## src/rtl/spec_conv_pkg.sv

```systemverilog
package spec_conv_pkg;
  localparam int unsigned NUM_CH   = 6;
  localparam int unsigned RES_W    = 16;
  localparam int unsigned BYTE_W   = 8;
  localparam int unsigned ADDR_W   = 4;
  localparam int unsigned CH_IDX_W = $clog2(NUM_CH);

  localparam logic [ADDR_W-1:0] ADDR_CTRL     = 4'd0;
  localparam logic [ADDR_W-1:0] ADDR_ITIME    = 4'd1;
  localparam logic [ADDR_W-1:0] ADDR_RES_BASE = 4'd2;
  localparam logic [ADDR_W-1:0] ADDR_RES_END  = ADDR_W'(2 + 2 * NUM_CH);

  typedef enum logic [1:0] {
    BANK_CONT_A    = 2'd0,
    BANK_CONT_B    = 2'd1,
    BANK_CONT_PAIR = 2'd2,
    BANK_ONE_SHOT  = 2'd3
  } bank_e;
endpackage

```

## src/rtl/spec_int_timer.sv

```systemverilog
module spec_int_timer #(
  parameter int unsigned PRESCALE = 4,
  parameter int unsigned ITIME_W  = 8
) (
  input  logic               clk_i,
  input  logic               rst_ni,
  input  logic               run_i,
  input  logic               restart_i,
  input  logic [ITIME_W-1:0] itime_i,
  output logic               cycle_end_o
);
  localparam int unsigned PRE_W = (PRESCALE > 1) ? $clog2(PRESCALE) : 1;

  logic [PRE_W-1:0]   pre_q;
  logic [ITIME_W-1:0] unit_q, period_q;
  logic               tick;

  assign tick        = (pre_q == PRE_W'(PRESCALE - 1));
  assign cycle_end_o = run_i && !restart_i && tick && (unit_q == period_q);

  always_ff @(posedge clk_i or negedge rst_ni) begin
    if (!rst_ni) begin
      pre_q    <= '0;
      unit_q   <= '0;
      period_q <= '0;
    end else if (restart_i) begin
      pre_q    <= '0;
      unit_q   <= '0;
      period_q <= itime_i;
    end else if (run_i) begin
      if (tick) begin
        pre_q <= '0;
        if (unit_q == period_q) begin
          unit_q   <= '0;
          period_q <= itime_i;  // new period only at boundary
        end else begin
          unit_q <= unit_q + 1'b1;
        end
      end else begin
        pre_q <= pre_q + 1'b1;
      end
    end
  end


  period_hold_chk: assert property (@(posedge clk_i) disable iff (!rst_ni)
    (!cycle_end_o && !restart_i) |=> $stable(period_q))
    else $error("period changed mid-cycle");
endmodule

```

## src/rtl/spec_seq_ctrl.sv

```systemverilog
module spec_seq_ctrl
  import spec_conv_pkg::*;
(
  input  logic       clk_i,
  input  logic       rst_ni,
  input  logic [1:0] bank_i,
  input  logic       start_i,
  input  logic       cycle_end_i,
  output logic       run_o,
  output logic       ready_o
);
  logic phase_q, shot_run_q, one_shot;

  assign one_shot = (bank_i == BANK_ONE_SHOT);
  assign run_o    = !one_shot || shot_run_q;
  // bank[1] set: result after second period
  assign ready_o  = cycle_end_i && (!bank_i[1] || phase_q);

  always_ff @(posedge clk_i or negedge rst_ni) begin
    if (!rst_ni) begin
      phase_q    <= 1'b0;
      shot_run_q <= 1'b0;
    end else if (start_i) begin
      phase_q    <= 1'b0;
      shot_run_q <= 1'b1;
    end else begin
      if (cycle_end_i && bank_i[1]) phase_q <= ~phase_q;
      if (ready_o && one_shot) shot_run_q <= 1'b0;
    end
  end


  shot_halt_chk: assert property (@(posedge clk_i) disable iff (!rst_ni)
    (ready_o && one_shot && !start_i) |=> !run_o)
    else $error("one-shot did not halt");


  pair_phase_chk: assert property (@(posedge clk_i) disable iff (!rst_ni)
    (start_i) |=> !ready_o)
    else $error("ready right after start");
endmodule

```

## src/rtl/spec_result_bank.sv

```systemverilog
module spec_result_bank
  import spec_conv_pkg::*;
(
  input  logic                    clk_i,
  input  logic                    rst_ni,
  input  logic                    load_i,
  input  logic [NUM_CH*RES_W-1:0] data_i,
  input  logic                    rd_i,
  input  logic [CH_IDX_W-1:0]     rd_idx_i,
  input  logic                    rd_hi_i,
  output logic [BYTE_W-1:0]       rdata_o
);
  logic [RES_W-1:0]    res_q [NUM_CH];
  logic [RES_W-1:0]    sel_word;
  logic [BYTE_W-1:0]   shadow_q;
  logic [CH_IDX_W-1:0] lock_idx_q;
  logic                lock_q, hi_rd, lo_rd, lock_hit;

  for (genvar g = 0; g < NUM_CH; g++) begin : g_ch
    always_ff @(posedge clk_i or negedge rst_ni) begin
      if (!rst_ni)     res_q[g] <= '0;
      else if (load_i) res_q[g] <= data_i[g*RES_W +: RES_W];
    end
  end

  always_comb begin
    sel_word = '0;
    for (int i = 0; i < NUM_CH; i++)
      if (rd_idx_i == CH_IDX_W'(i)) sel_word = res_q[i];
  end

  assign hi_rd    = rd_i && rd_hi_i;
  assign lo_rd    = rd_i && !rd_hi_i;
  assign lock_hit = lock_q && (lock_idx_q == rd_idx_i);
  assign rdata_o  = rd_hi_i ? sel_word[RES_W-1:BYTE_W]
                  : (lock_hit ? shadow_q : sel_word[BYTE_W-1:0]);

  always_ff @(posedge clk_i or negedge rst_ni) begin
    if (!rst_ni) begin
      lock_q     <= 1'b0;
      lock_idx_q <= '0;
      shadow_q   <= '0;
    end else if (hi_rd) begin
      lock_q     <= 1'b1;
      lock_idx_q <= rd_idx_i;
      shadow_q   <= sel_word[BYTE_W-1:0];
    end else if (lo_rd && lock_hit) begin
      lock_q <= 1'b0;
    end
  end


  shadow_hold_chk: assert property (@(posedge clk_i) disable iff (!rst_ni)
    (lock_q && !hi_rd) |=> $stable(shadow_q))
    else $error("shadow byte moved while locked");
endmodule

```

## src/rtl/spec_conv_seq.sv

```systemverilog
module spec_conv_seq
  import spec_conv_pkg::*;
#(
  parameter int unsigned PRESCALE = 4,
  parameter int unsigned ITIME_W  = 8
) (
  input  logic                    clk_i,
  input  logic                    rst_ni,
  input  logic [ADDR_W-1:0]       reg_addr_i,
  input  logic                    reg_wr_i,
  input  logic                    reg_rd_i,
  input  logic [BYTE_W-1:0]       reg_wdata_i,
  output logic [BYTE_W-1:0]       reg_rdata_o,
  input  logic [NUM_CH*RES_W-1:0] chan_data_i,
  output logic                    int_no
);
  logic [1:0]          bank_q;
  logic [ITIME_W-1:0]  itime_q;
  logic                ien_q, rdy_q, int_q;
  logic                ctrl_wr, itime_wr, ctrl_rd, is_res, res_rd;
  logic                run, ready, cycle_end;
  logic [CH_IDX_W-1:0] res_idx;
  logic [BYTE_W-1:0]   res_rdata;
  logic                unused_wbits;

  assign ctrl_wr  = reg_wr_i && (reg_addr_i == ADDR_CTRL);
  assign itime_wr = reg_wr_i && (reg_addr_i == ADDR_ITIME);
  assign ctrl_rd  = reg_rd_i && (reg_addr_i == ADDR_CTRL);
  assign is_res   = (reg_addr_i >= ADDR_RES_BASE) && (reg_addr_i < ADDR_RES_END);
  assign res_rd   = reg_rd_i && is_res;
  assign res_idx  = CH_IDX_W'(reg_addr_i[ADDR_W-1:1]) - CH_IDX_W'(1);
  assign unused_wbits = ^{reg_wdata_i[7], reg_wdata_i[5:4], reg_wdata_i[1:0]};

  always_ff @(posedge clk_i or negedge rst_ni) begin
    if (!rst_ni) begin
      bank_q  <= BANK_CONT_A;
      ien_q   <= 1'b0;
      itime_q <= '0;
    end else begin
      if (ctrl_wr) begin
        bank_q <= reg_wdata_i[3:2];
        ien_q  <= reg_wdata_i[6];
      end
      if (itime_wr) itime_q <= reg_wdata_i[ITIME_W-1:0];
    end
  end

  // set has priority over clear for both flags
  always_ff @(posedge clk_i or negedge rst_ni) begin
    if (!rst_ni) begin
      rdy_q <= 1'b0;
      int_q <= 1'b0;
    end else begin
      if (ready)       rdy_q <= 1'b1;
      else if (res_rd) rdy_q <= 1'b0;
      if (ready && ien_q) int_q <= 1'b1;
      else if (ctrl_rd)   int_q <= 1'b0;
    end
  end

  spec_int_timer #(.PRESCALE(PRESCALE), .ITIME_W(ITIME_W)) u_timer (
    .clk_i       (clk_i),
    .rst_ni      (rst_ni),
    .run_i       (run),
    .restart_i   (ctrl_wr),
    .itime_i     (itime_q),
    .cycle_end_o (cycle_end)
  );

  spec_seq_ctrl u_seq (
    .clk_i       (clk_i),
    .rst_ni      (rst_ni),
    .bank_i      (bank_q),
    .start_i     (ctrl_wr),
    .cycle_end_i (cycle_end),
    .run_o       (run),
    .ready_o     (ready)
  );

  spec_result_bank u_res (
    .clk_i    (clk_i),
    .rst_ni   (rst_ni),
    .load_i   (ready),
    .data_i   (chan_data_i),
    .rd_i     (res_rd),
    .rd_idx_i (res_idx),
    .rd_hi_i  (!reg_addr_i[0]),
    .rdata_o  (res_rdata)
  );

  always_comb begin
    if (reg_addr_i == ADDR_CTRL)       reg_rdata_o = {1'b0, ien_q, 2'b00, bank_q, rdy_q, 1'b0};
    else if (reg_addr_i == ADDR_ITIME) reg_rdata_o = BYTE_W'(itime_q);
    else if (is_res)                   reg_rdata_o = res_rdata;
    else                               reg_rdata_o = '0;
  end

  assign int_no = ~int_q;


  rdy_set_wins_chk: assert property (@(posedge clk_i) disable iff (!rst_ni)
    ready |=> rdy_q) else $error("ready event lost");

  rdy_clear_chk: assert property (@(posedge clk_i) disable iff (!rst_ni)
    (res_rd && !ready) |=> !rdy_q) else $error("data-ready not cleared");

  int_hold_chk: assert property (@(posedge clk_i) disable iff (!rst_ni)
    (!int_no && !ctrl_rd) |=> !int_no) else $error("interrupt released early");

  int_gate_chk: assert property (@(posedge clk_i) disable iff (!rst_ni)
    $fell(int_no) |-> $past(ien_q)) else $error("interrupt while disabled");
endmodule

```

## config.mk

```make
export PLATFORM = sky130hd
export DESIGN_NAME = spec_conv_seq
export DESIGN_NICKNAME = d
export VERILOG_FILES = /design/src/rtl/spec_conv_pkg.sv /design/src/rtl/spec_int_timer.sv /design/src/rtl/spec_seq_ctrl.sv /design/src/rtl/spec_result_bank.sv /design/src/rtl/spec_conv_seq.sv
export SDC_FILE = /design/constraint.sdc
export NUM_CORES = 1
export LEC_CHECK = 0
export ABC_CLOCK_PERIOD_IN_PS = 2600
export BUFFER_PORTS_ARGS = -buffer_cell sky130_fd_sc_hd__buf_2
export CORE_MARGIN = 2
export CORE_UTILIZATION = 23
export CTS_CLUSTER_DIAMETER = 30
export DETAILED_ROUTE_END_ITERATION = 6
export PLACE_DENSITY = 0.38
export SLEW_MARGIN = 0
export SYNTH_ARGS = -nofsm -noshare
export SYNTH_HDL_FRONTEND = slang
export SYNTH_SLANG_ARGS = --single-unit
```

## constraint.sdc

```tcl
create_clock -name clk_i -period 2.6 [get_ports clk_i]
set_input_delay 0.52 -clock clk_i [delete_from_list [all_inputs] [get_ports clk_i]]
set_output_delay 0.52 -clock clk_i [all_outputs]
set_load 0.005 [all_outputs]
```

==> impl_metrics.csv <==
group,metric,value,unit
run_status,status,"finished with violations",
run_status,violations,"setup timing",
route,vias_per_cell,4.52,
logic_synthesis,synthCells,578,
global_routing,grt_pass1_vias,5620,
global_routing,grt_usage,13.9,%
floorplan,dieArea,30800,µm²
finish,final_nets,871,
sta,hold_slack,0.0141,ns
sta,fin_tns_setup,-1.01,ns
clock_network,numCtsBuffers,17,
worst_setup_path,end_kind,"primary output",
worst_setup_path,slowest_stage,"xnor3_1",
logic_synthesis,syn_avg_cell_area,11.7,µm²
power,power,8520,µW
worst_setup_path,cpLargestDelayFamily,"simple AND/OR/NAND/NOR gates",
clock_network,path_clk_slew,0.07,ns
placement,place.port_buffers,120,
route,drcViolationCount,0,
route,ant_nets,0,
worst_setup_path,cp_data_required_time,2.08,ns
route,dr.pass1.iters,4,
sta,final_hold_viol_count,0,
sta,max_freq,364,MHz
global_routing,grt_max_degree,41,
clock_network,cts_tree,"built",
floorplan,num_io_pins,121,
worst_setup_path,critPathKind,"input pin to primary output",
sta,worst_pin_slew,0.489,ns
global_routing,grt_antenna_before_repair,3,
min_path,hold_path.class,"input pin to asynchronous set/reset pin",
worst_setup_path,max_stage_delay,0.35,ns
floorplan,core-area,28800,µm²
logic_synthesis,synthFlopType,"dfrtp_1",
worst_setup_path,arrival,2.23,ns
route,wirelength,20700,µm
worst_setup_path,crit_buf_inv,3,
finish,final_cell_mix,"dfrtp_1 (141), buf_2 (116), mux2_2 (94)",
placement,dpl_cell_area,8320,µm²
sta,worst_slack,-0.149,ns
floorplan,initial_core_util,23.5,%
clock_network,cts_root_buf,"clkbuf_16",
sta,rsz0062_at_grt,"true",
clock_network,ctsHoldBuffers,0,
power,p_per_area,921,nW/µm²
job,max_cap_viol_count,0,
logic_synthesis,syn_nets,697,
clock_network,cts_sinks,141,
global_routing,grt-ovfl-total,0,
finish,stdcell_area,9250,µm²
finish,area_growth,36.9,%
route,wire_per_inst,18.0,µm
logic_synthesis,synth_seq_cells,141,
logic_synthesis,synth_edf_count,0,
logic_synthesis,synthArstFlopShare,100,%
logic_synthesis,yosysSeqAreaShare,52.2,%
worst_setup_path,cp-start-kind,"input pin",
sta,drv_slew,0,
floorplan,fp-row-count,62,
clock_network,clk_latency,0.43,ns
finish,layout_commonest_cell,"dfrtp_1",
power,p_leak,0.00412,µW
logic_synthesis,ys_types,46,
placement,hpwl,15700,µm
global_routing,grt_pass1_wl,32300,µm
sta,worst_clock_skew,0.0132,ns
route,via_count,5203,
floorplan,die_w,175,µm
logic_synthesis,yosysWarnings,0,
route,drt_iter0_markers,234,
logic_synthesis,synth_area,6760,µm²
worst_setup_path,path_cells,"buf_12 > inv_8 > ha_4 > xnor3_1 > nand4_1 > or2_4 > a2bb2oi_1 > o211a_1 > buf_2",
finish,fillers,2936,
placement,place_ws,-0.425,ns
sta,max_slew_margin,67.3,%
sta,setup_viol,8,
placement,place_congestion,0.802,
floorplan,die_y,175,µm
power,ir_drop,0.000437,V
sta,min_period_over_period,106,%
clock_network,htreeDepth,4,
worst_setup_path,critPathMaxFanout,8,
clock_network,clock_path_buffers,2,
finish,drive_above_1_share,47.5,%
sta,period_needed,2.75,ns
-- layer usage --
metal,routed length (µm),track usage (%)
met1,9400,17.8
met2,9930,23.0
met3,871,3.18
met4,461,4.62
met5,27,0
-- layout make-up --
type | instances | area, µm² | share of cell area, %
clock inverter | 15 | 155 | 1.68
multi-input combinational | 381 | 3240 | 35.0
tap | 384 | 480 | 5.19
antenna | 2 | 5.00 | 0.0541
inverter | 19 | 83.8 | 0.906
timing repair buffer | 192 | 1330 | 14.4
sequential | 141 | 3530 | 38.1
clock buffer | 17 | 425 | 4.60
-- where the power goes --
part / switching, µW / internal [µW]
registers: 665 / 3170
logic: 962 / 1280
clock network: 1090 / 1360
-- worst register-to-register path, stage by stage, from the launching register on --
cell and delay, ns:
dfrtp_1 0.41, xor2_1 0.18, nor4_2 0.36, nand2_1 0.19, a2111oi_4 0.33, buf_12 0.26, buf_12 0.20, mux2_2 0.35
-- what timing repair did --
item,CTS,global route
cloned,1,0
pin swaps,26,8
buffers inserted,4,0
resized for setup,56,16
setup endpoints to repair,8,57
-- flip-flops by register name (all words and copies together), names as in the netlist --
| register | flops |
|---|---|
| u_timer.pre_q | 2 |
| rdy_q | 1 |
| u_res.shadow_q | 8 |
| bank_q | 2 |
| u_res.lock_idx_q | 3 |
| itime_q | 8 |
| u_timer.unit_q | 8 |
| u_seq.phase_q | 1 |
| u_res.lock_q | 1 |
| int_q | 1 |
| ien_q | 1 |
| u_res.res_q | 96 |
| u_timer.period_q | 8 |
| u_seq.shot_run_q | 1 |
-- metrics by stage --
| step | cells | util [%] |
|---|---|---|
| detailed placement | 1114 | 28.9 |
| finish | 1151 | 32.1 |
| global route | 1150 | 32.1 |
| CTS | 1150 | 32.0 |
| global placement | 1114 | 28.9 |
| floorplan | 578 | - |
-- Yosys cell counts, drive strengths merged (6+ instances only) --
library cell | number | share of area, %
mux2 | 112 | 19
inv | 19 | 1.1
mux2i | 6 | 0.89
dfrtp | 141 | 52
ha | 7 | 1.3
a21oi | 22 | 1.6
o22ai | 7 | 0.65
buf | 11 | 1.0
nand3 | 7 | 0.52
xor2 | 13 | 1.7
clkbuf | 26 | 1.4
nor2 | 16 | 0.89
a221oi | 19 | 2.5
nand2 | 65 | 3.6
o21ai | 27 | 2.0
and3 | 6 | 0.56
nand3b | 8 | 0.89
-- final timing paths --
check	startpoint	end	slack, ns	depth (start not counted)
worst max-delay path	reg_addr_i[1]	reg_rdata_o[0]	-0.15	9
worst min-delay path	rst_ni	u_res.res_q[59]	0.01	1
worst max register to register	u_timer.unit_q[6]	u_res.res_q[85]	0.22	7
worst min register to register	u_res.shadow_q[4]	u_res.shadow_q[4]	0.49	2
max in group asynchronous	rst_ni	u_res.res_q[16]	1.89	2
min in group clk_i	chan_data_i[18]	u_res.res_q[66]	0.31	2
-- cells by family (layout without fill, tap and decap cells) --
kind of cell / after synthesis / in the layout / synth area share, %
flip-flops: 141 / 141 / 52.2
AND/OR/NAND/NOR: 121 / 121 / 8.52
multiplexers: 118 / 118 / 19.6
AO/OA/AOI/OAI: 116 / 116 / 12.2
buffers and inverters: 56 / 243 / 3.54
XOR/XNOR: 19 / 19 / 2.67
adder cells (fa/ha/maj): 7 / 7 / 1.30
other: 0 / 2 / 0
No activity file was read; power rests on OpenSTA's default activity.
